## config.mk

```make
export PLATFORM = sky130hd
export DESIGN_NAME = qual_event_counter
export DESIGN_NICKNAME = d
export VERILOG_FILES = /design/src/rtl/qec_pkg.sv /design/src/rtl/qec_ctrl.sv /design/src/rtl/qec_datapath.sv /design/src/rtl/qual_event_counter.sv
export SDC_FILE = /design/constraint.sdc
export NUM_CORES = 1
export LEC_CHECK = 0
export ABC_CLOCK_PERIOD_IN_PS = 6840
export CAP_MARGIN = 20
export CORE_UTILIZATION = 43
export CTS_CLUSTER_DIAMETER = 60
export DETAILED_ROUTE_END_ITERATION = 8
export PLACE_DENSITY = 0.79
export REMOVE_ABC_BUFFERS = 1
export SLEW_MARGIN = 30
export SYNTH_ARGS = -nofsm -noshare
export SYNTH_HDL_FRONTEND = slang
export SYNTH_HIERARCHICAL = 1
export SYNTH_SLANG_ARGS = --single-unit
```

## constraint.sdc

```tcl
create_clock -name clk -period 6.84 [get_ports clk]
set_clock_uncertainty 0.1 [all_clocks]
set_input_delay 1.026 -clock clk [delete_from_list [all_inputs] [get_ports clk]]
set_output_delay 1.026 -clock clk [all_outputs]
set_load 0.03 [all_outputs]
```

## src/rtl/qec_pkg.sv

```systemverilog
package qec_pkg;
  localparam int MASK_W = 8;
  localparam int CODE_W = 8;
  localparam int THR_W  = 8;
  localparam int DATA_W = 64;

  typedef struct packed {
    logic              en;
    logic              usrEn;
    logic              krnEn;
    logic              edgeMode;
    logic              invert;
    logic [THR_W-1:0]  thresh;
    logic [MASK_W-1:0] umask;
    logic [CODE_W-1:0] code;
  } cfg_t;

  localparam int CFG_W = $bits(cfg_t);

  typedef struct packed {
    logic cfgWr;
    logic cntWr;
    logic stsClr;
  } strobe_t;

  typedef enum logic [1:0] {
    ADDR_CFG = 2'd0,
    ADDR_CNT = 2'd1,
    ADDR_STS = 2'd2,
    ADDR_NUL = 2'd3
  } reg_addr_e;
endpackage

```

## src/rtl/qec_ctrl.sv

```systemverilog
module qec_ctrl
  import qec_pkg::*;
#(
  parameter int CNT_W = 40
) (
  input  logic              clk,
  input  logic              rstN,
  input  logic              regWe,
  input  logic [1:0]        regAddr,
  input  logic [DATA_W-1:0] regWdata,
  input  logic [1:0]        regRaddr,
  input  logic [CNT_W-1:0]  cntQ,
  input  logic              stickyOvf,
  output cfg_t              cfgQ,
  output strobe_t           stb,
  output logic [DATA_W-1:0] regRdata
);
  always_comb begin
    stb.cfgWr  = regWe && (regAddr == ADDR_CFG);
    stb.cntWr  = regWe && (regAddr == ADDR_CNT);
    stb.stsClr = regWe && (regAddr == ADDR_STS) && regWdata[0];
  end

  always_ff @(posedge clk) begin
    if (!rstN) cfgQ <= '0;
    else if (stb.cfgWr) cfgQ <= cfg_t'(regWdata[CFG_W-1:0]);
  end

  always_comb begin
    regRdata = '0;
    unique case (reg_addr_e'(regRaddr))
      ADDR_CFG: regRdata[CFG_W-1:0] = cfgQ;
      ADDR_CNT: regRdata[CNT_W-1:0] = cntQ;
      ADDR_STS: regRdata[0] = stickyOvf;
      default:  regRdata = '0;
    endcase
  end
endmodule

```

## src/rtl/qec_datapath.sv

```systemverilog
module qec_datapath
  import qec_pkg::*;
#(
  parameter int NUM_SRC   = 4,
  parameter int CNT_W     = 40,
  parameter int BASE_CODE = 'h40
) (
  input  logic                      clk,
  input  logic                      rstN,
  input  cfg_t                      cfgQ,
  input  strobe_t                   stb,
  input  logic [NUM_SRC*MASK_W-1:0] subEvt,
  input  logic [1:0]                privLvl,
  input  logic [CNT_W-1:0]          cntWdata,
  output logic [CNT_W-1:0]          cntQ,
  output logic                      ovfPulse,
  output logic                      stickyOvf
);
  localparam int NW = $clog2(MASK_W + 1);

  function automatic logic [NW-1:0] popCount(input logic [MASK_W-1:0] v);
    logic [NW-1:0] acc;
    acc = '0;
    for (int b = 0; b < MASK_W; b++) acc = acc + NW'(v[b]);
    return acc;
  endfunction

  logic [NUM_SRC-1:0] grpHit;
  logic [NW-1:0]      grpNum [NUM_SRC];

  for (genvar i = 0; i < NUM_SRC; i++) begin : g_grp
    localparam logic [CODE_W-1:0] GCODE = CODE_W'(BASE_CODE + i);
    assign grpHit[i] = (cfgQ.code == GCODE);
    assign grpNum[i] = popCount(subEvt[i*MASK_W +: MASK_W] & cfgQ.umask);
  end

  logic [NW-1:0] evtNum;
  always_comb begin
    evtNum = '0;
    for (int i = 0; i < NUM_SRC; i++)
      if (grpHit[i]) evtNum = evtNum | grpNum[i];
  end

  logic             privOk, thrZero, cond, qualCond, prevQual;
  logic [THR_W-1:0] numExt;
  logic [NW-1:0]    incAmt;
  logic [CNT_W:0]   sum;

  always_comb begin
    privOk = (!cfgQ.krnEn && !cfgQ.usrEn) ||
             ((privLvl == 2'd0) ? cfgQ.krnEn : cfgQ.usrEn);
    numExt  = THR_W'(evtNum);
    thrZero = (cfgQ.thresh == '0);
    if (thrZero)           cond = (evtNum != '0);
    else if (cfgQ.invert)  cond = (numExt < cfgQ.thresh);
    else                   cond = (numExt >= cfgQ.thresh);
    qualCond = privOk && cond;
    if (!privOk)            incAmt = '0;
    else if (cfgQ.edgeMode) incAmt = NW'(qualCond && !prevQual);
    else if (thrZero)       incAmt = evtNum;
    else                    incAmt = NW'(cond);
    sum = {1'b0, cntQ} + (CNT_W+1)'(incAmt);
  end

  logic wrapNow;
  assign wrapNow = cfgQ.en && !stb.cntWr && sum[CNT_W];

  always_ff @(posedge clk) begin
    if (!rstN) begin
      cntQ      <= '0;
      ovfPulse  <= 1'b0;
      stickyOvf <= 1'b0;
      prevQual  <= 1'b0;
    end else begin
      if (stb.cntWr)    cntQ <= cntWdata;
      else if (cfgQ.en) cntQ <= sum[CNT_W-1:0];
      ovfPulse <= wrapNow;
      if (wrapNow)         stickyOvf <= 1'b1;
      else if (stb.stsClr) stickyOvf <= 1'b0;
      prevQual <= (stb.cfgWr || !cfgQ.en) ? 1'b0 : qualCond;
    end
  end
endmodule

```

## src/rtl/qual_event_counter.sv

```systemverilog
module qual_event_counter
  import qec_pkg::*;
#(
  parameter int NUM_SRC   = 4,
  parameter int CNT_W     = 40,
  parameter int BASE_CODE = 'h40
) (
  input  logic                      clk,
  input  logic                      rstN,
  input  logic [NUM_SRC*MASK_W-1:0] subEvt,
  input  logic [1:0]                privLvl,
  input  logic                      regWe,
  input  logic [1:0]                regAddr,
  input  logic [DATA_W-1:0]         regWdata,
  input  logic [1:0]                regRaddr,
  output logic [DATA_W-1:0]         regRdata,
  output logic                      ovfIrq
);
  cfg_t             cfgQ;
  strobe_t          stb;
  logic [CNT_W-1:0] cntQ;
  logic             stickyOvf;

  qec_ctrl #(.CNT_W(CNT_W)) u_ctrl (
    .clk(clk), .rstN(rstN), .regWe(regWe), .regAddr(regAddr),
    .regWdata(regWdata), .regRaddr(regRaddr), .cntQ(cntQ),
    .stickyOvf(stickyOvf), .cfgQ(cfgQ), .stb(stb), .regRdata(regRdata)
  );

  qec_datapath #(.NUM_SRC(NUM_SRC), .CNT_W(CNT_W), .BASE_CODE(BASE_CODE)) u_dp (
    .clk(clk), .rstN(rstN), .cfgQ(cfgQ), .stb(stb), .subEvt(subEvt),
    .privLvl(privLvl), .cntWdata(regWdata[CNT_W-1:0]), .cntQ(cntQ),
    .ovfPulse(ovfIrq), .stickyOvf(stickyOvf)
  );
endmodule

```

==> impl_metrics.env <==
export IMPL_status="finished with violations"
export IMPL_violations="setup timing"
export IMPL_overflow=0
export IMPL_grt_pass1_vias=5171
export IMPL_drive_above_1_share_pct=13.9
export IMPL_num_antenna_cells=0
export IMPL_drcViolationCount=0
export IMPL_dr_pass1_iters=4
export IMPL_yosys_area_top_type="dfxtp_1"
export IMPL_dp_hpwl_um=11100
export IMPL_synth_edf_count=0
export IMPL_dpl_cell_count=976
export IMPL_fin_util_pct=58.5
export IMPL_worstPathBufferInverterCount=5
export IMPL_dieArea_mm2=0.0136
export IMPL_coreArea_mm2=0.0127
export IMPL_ir_drop_mv=0.110
export IMPL_antenna_left=0
export IMPL_synth_area_leaders="dfxtp_1, mux2i_1, nand2_1, fa_1, ha_1"
export IMPL_end_kind="flop"
export IMPL_track_usage_pct=24.0
export IMPL_fin_crit_sh_pct=100
export IMPL_yosysWarnings=6
export IMPL_powerDensity_mw_per_mm2=164
export IMPL_slew_viol_final=0
export IMPL_cts_clk_slew_worst_paths_ns=0.06
export IMPL_dpl_cell_area_mm2=0.00696
export IMPL_drt_wl_total_um=15800
export IMPL_via_per_inst=5.37
export IMPL_port_buffers=121
export IMPL_path_delay_family="adder cells"
export IMPL_p_leak_nw=2.96
export IMPL_async_flop_share_pct=0
export IMPL_cts_buffers=9
export IMPL_grt_max_degree=96
export IMPL_cp_required_ns=6.99
export IMPL_fin_tns_setup_ns=-0.0503
export IMPL_nets=964
export IMPL_slowest_delay_ns=0.52
export IMPL_hold_path_class="flop to flop"
export IMPL_ys_ff_latch=72
export IMPL_ys_seq_area_share_pct=25.5
export IMPL_tightest_slew_ns=0.842
export IMPL_ctsHtreeMaxLevel=3
export IMPL_cts_root_buffer="clkbuf_16"
export IMPL_cts_tree="built"
export IMPL_fin_area_mm2=0.00745
export IMPL_ioPinCount=170
export IMPL_antenna_found_initial=0
export IMPL_critPathKind="input pin to flop"
export IMPL_gp_congestion=0.823
export IMPL_cp_start_kind="input pin"
export IMPL_drt_initial_drc_count=465
export IMPL_start_util_pct=44.4
export IMPL_cp_data_arrival_time_ns=7.02
export IMPL_synth_top_area_share_pct=25.5
export IMPL_fp_dieW_um=117
export IMPL_gr_max_usage_layer="met2"
export IMPL_route_vias_total=5362
export IMPL_wire_per_inst_um=15.8
export IMPL_rsz0062_at_grt="yes"
export IMPL_total_power_w=0.00122
export IMPL_finalWorstPathRequiredPeriod_ns=6.87
export IMPL_die_height_um=117
export IMPL_rows=41
export IMPL_insertion_delay_ns=0.33
export IMPL_fmax_mhz=146
export IMPL_relSlewSlack_pct=43.8
export IMPL_grtUsageMet3_pct=3.22
export IMPL_fin_cells=999
export IMPL_critPathMaxFanout=6
export IMPL_synthesis_area_mm2=0.00564
export IMPL_setup_slack_ns=-0.0269
export IMPL_drv_cap=0
export IMPL_synth_ff_type="dfxtp_1"
export IMPL_syn_avg_cell_area_um2=8.13
export IMPL_synth_cell_types=71
export IMPL_globalRouteMet1Util_pct=30.3
export IMPL_crit_slowest_cell="fa_1"
export IMPL_grtUsageMet2_pct=42.2
export IMPL_crit_path_frequent_cell="fa_1"
export IMPL_clockBufferDepth=2
export IMPL_area_delta_synth_final_pct=32.0
export IMPL_postSynthCellCount=694
export IMPL_setup_violations=2
export IMPL_finalHoldViolations=0
export IMPL_clock_sinks=72
export IMPL_grt_pass1_wl_um=25400
-- final timing paths --
path	startpoint	to	slack (ns)	cells after the start
max	subEvt[24]	u_dp/cntQ[28]$_SDFFE_PN0P_	-0.03	26
min	u_ctrl/cfgQ[6]$_SDFFE_PN0P_	u_ctrl/cfgQ[6]$_SDFFE_PN0P_	0.38	2
max reg2reg	u_ctrl/cfgQ[11]$_SDFFE_PN0P_	u_dp/cntQ[28]$_SDFFE_PN0P_	0.31	24
min reg2reg	u_ctrl/cfgQ[6]$_SDFFE_PN0P_	u_ctrl/cfgQ[6]$_SDFFE_PN0P_	0.38	2
-- where the power goes --
group | switching [W] | total (W) | internal, W
Combinational | 0.000113 | 0.000212 | 0.0000989
Sequential | 0.0000262 | 0.000464 | 0.000437
Clock | 0.000182 | 0.000548 | 0.000366
Total | 0.000321 | 0.00122 | 0.000903
-- sequential cells by signal (all words and copies together), names as in the netlist --
register,count
u_dp/ovfPulse,1
u_dp/stickyOvf,1
u_dp/cntQ,40
u_dp/prevQual,1
u_ctrl/cfgQ,29
-- Yosys cell counts (all sizes together) (2+ instances only) --
cell,instances
a211oi,5
a21o,2
a21oi,27
a31o,2
a31oi,13
and2,30
and3,6
buf,41
clkbuf,18
dfxtp,72
fa,17
ha,20
inv,32
mux2i,63
mux4,2
nand2,102
nand3,17
nand3b,2
nand4,20
nor2,58
nor2b,4
nor3,6
nor3b,4
nor4,10
o211a,2
o211ai,2
o21ai,46
o21ba,2
o31ai,6
or2,4
or3,12
or4,7
or4b,2
xnor2,10
xor2,12
-- through the flow --
| step | hold slack (ns) | worst slack, ns |
|---|---|---|
| after CTS | 0.375 | -0.202 |
| after global placement | 0.355 | -0.798 |
| after floorplan | 0.342 | -0.391 |
| after global routing | 0.400 | -0.295 |
| after detailed placement | 0.358 | -0.882 |
| final | 0.375 | -0.0269 |
-- routing by layer --
metal,vias to the layer above,part of all wire (%)
met5,-,0
met4,0,2.0
met3,22,5.3
met2,192,49
met1,2508,44
li1,2640,-
-- worst reg2reg max path: stages, from the launching register on --
cell and delay, ns:
dfxtp_1 0.45, nand2_1 0.13, fa_1 0.59, fa_1 0.45, fa_1 0.50, inv_1 0.05
ha_2 0.19, fa_1 0.45, mux4_2 0.48, and2_4 0.19, ha_4 0.21, nor2b_4 0.12
o211ai_1 0.22, a21o_1 0.16, nand3_2 0.10, nor3_4 0.16, ha_2 0.22, inv_2 0.04
fa_2 0.34, nand2b_4 0.17, a211oi_4 0.25, nand4_1 0.17, buf_6 0.18, or4_1 0.39
a31oi_1 0.16
-- final cells by class --
| type | instances | area [µm²] |
|---|---|---|
| clock buffer | 11 | 243 |
| clock inverter | 5 | 104 |
| fill | 1116 | 5270 |
| inverter | 32 | 121 |
| multi-input combinational | 554 | 3900 |
| sequential | 72 | 1440 |
| tap | 172 | 215 |
| timing repair buffer | 153 | 1420 |
-- cell families after synthesis --
logic type / after synthesis / synth area share (%)
compound gates: 116 / 12.5
other cells: 1 / 0.0664
buf+inv: 91 / 8.69
xor+xnor: 22 / 3.41
simple gates: 290 / 27.4
flops: 72 / 25.5
mux: 65 / 12.0
fa+ha+maj: 37 / 10.5
-- cell usage in the layout, fill, tap and decap left out, drive strengths merged, types with 3 or more instances in the layout --
cell type,Yosys,routed
a211oi,5,5
a21oi,27,27
a31oi,13,13
and2,30,30
and3,6,6
buf,41,44
bufinv,0,3
clkbuf,18,11
clkdlybuf4s50,0,107
clkinv,0,3
conb,1,24
dfxtp,72,72
fa,17,17
ha,20,20
inv,32,31
mux2i,63,63
nand2,102,102
nand3,17,17
nand4,20,20
nor2,58,58
nor2b,4,4
nor3,6,6
nor3b,4,4
nor4,10,10
o21ai,46,46
o31ai,6,6
or2,4,4
or3,12,12
or4,7,7
xnor2,10,10
xor2,12,12
-- what timing repair did --
item                       CTS  global route
gates resized for setup     65             7
setup endpoints to repair   35            20
pin swaps                   37            18
hold buffers                 0             0
gates cloned                 1             0
setup buffers                5             2
No activity file was read; power rests on OpenSTA's default activity.
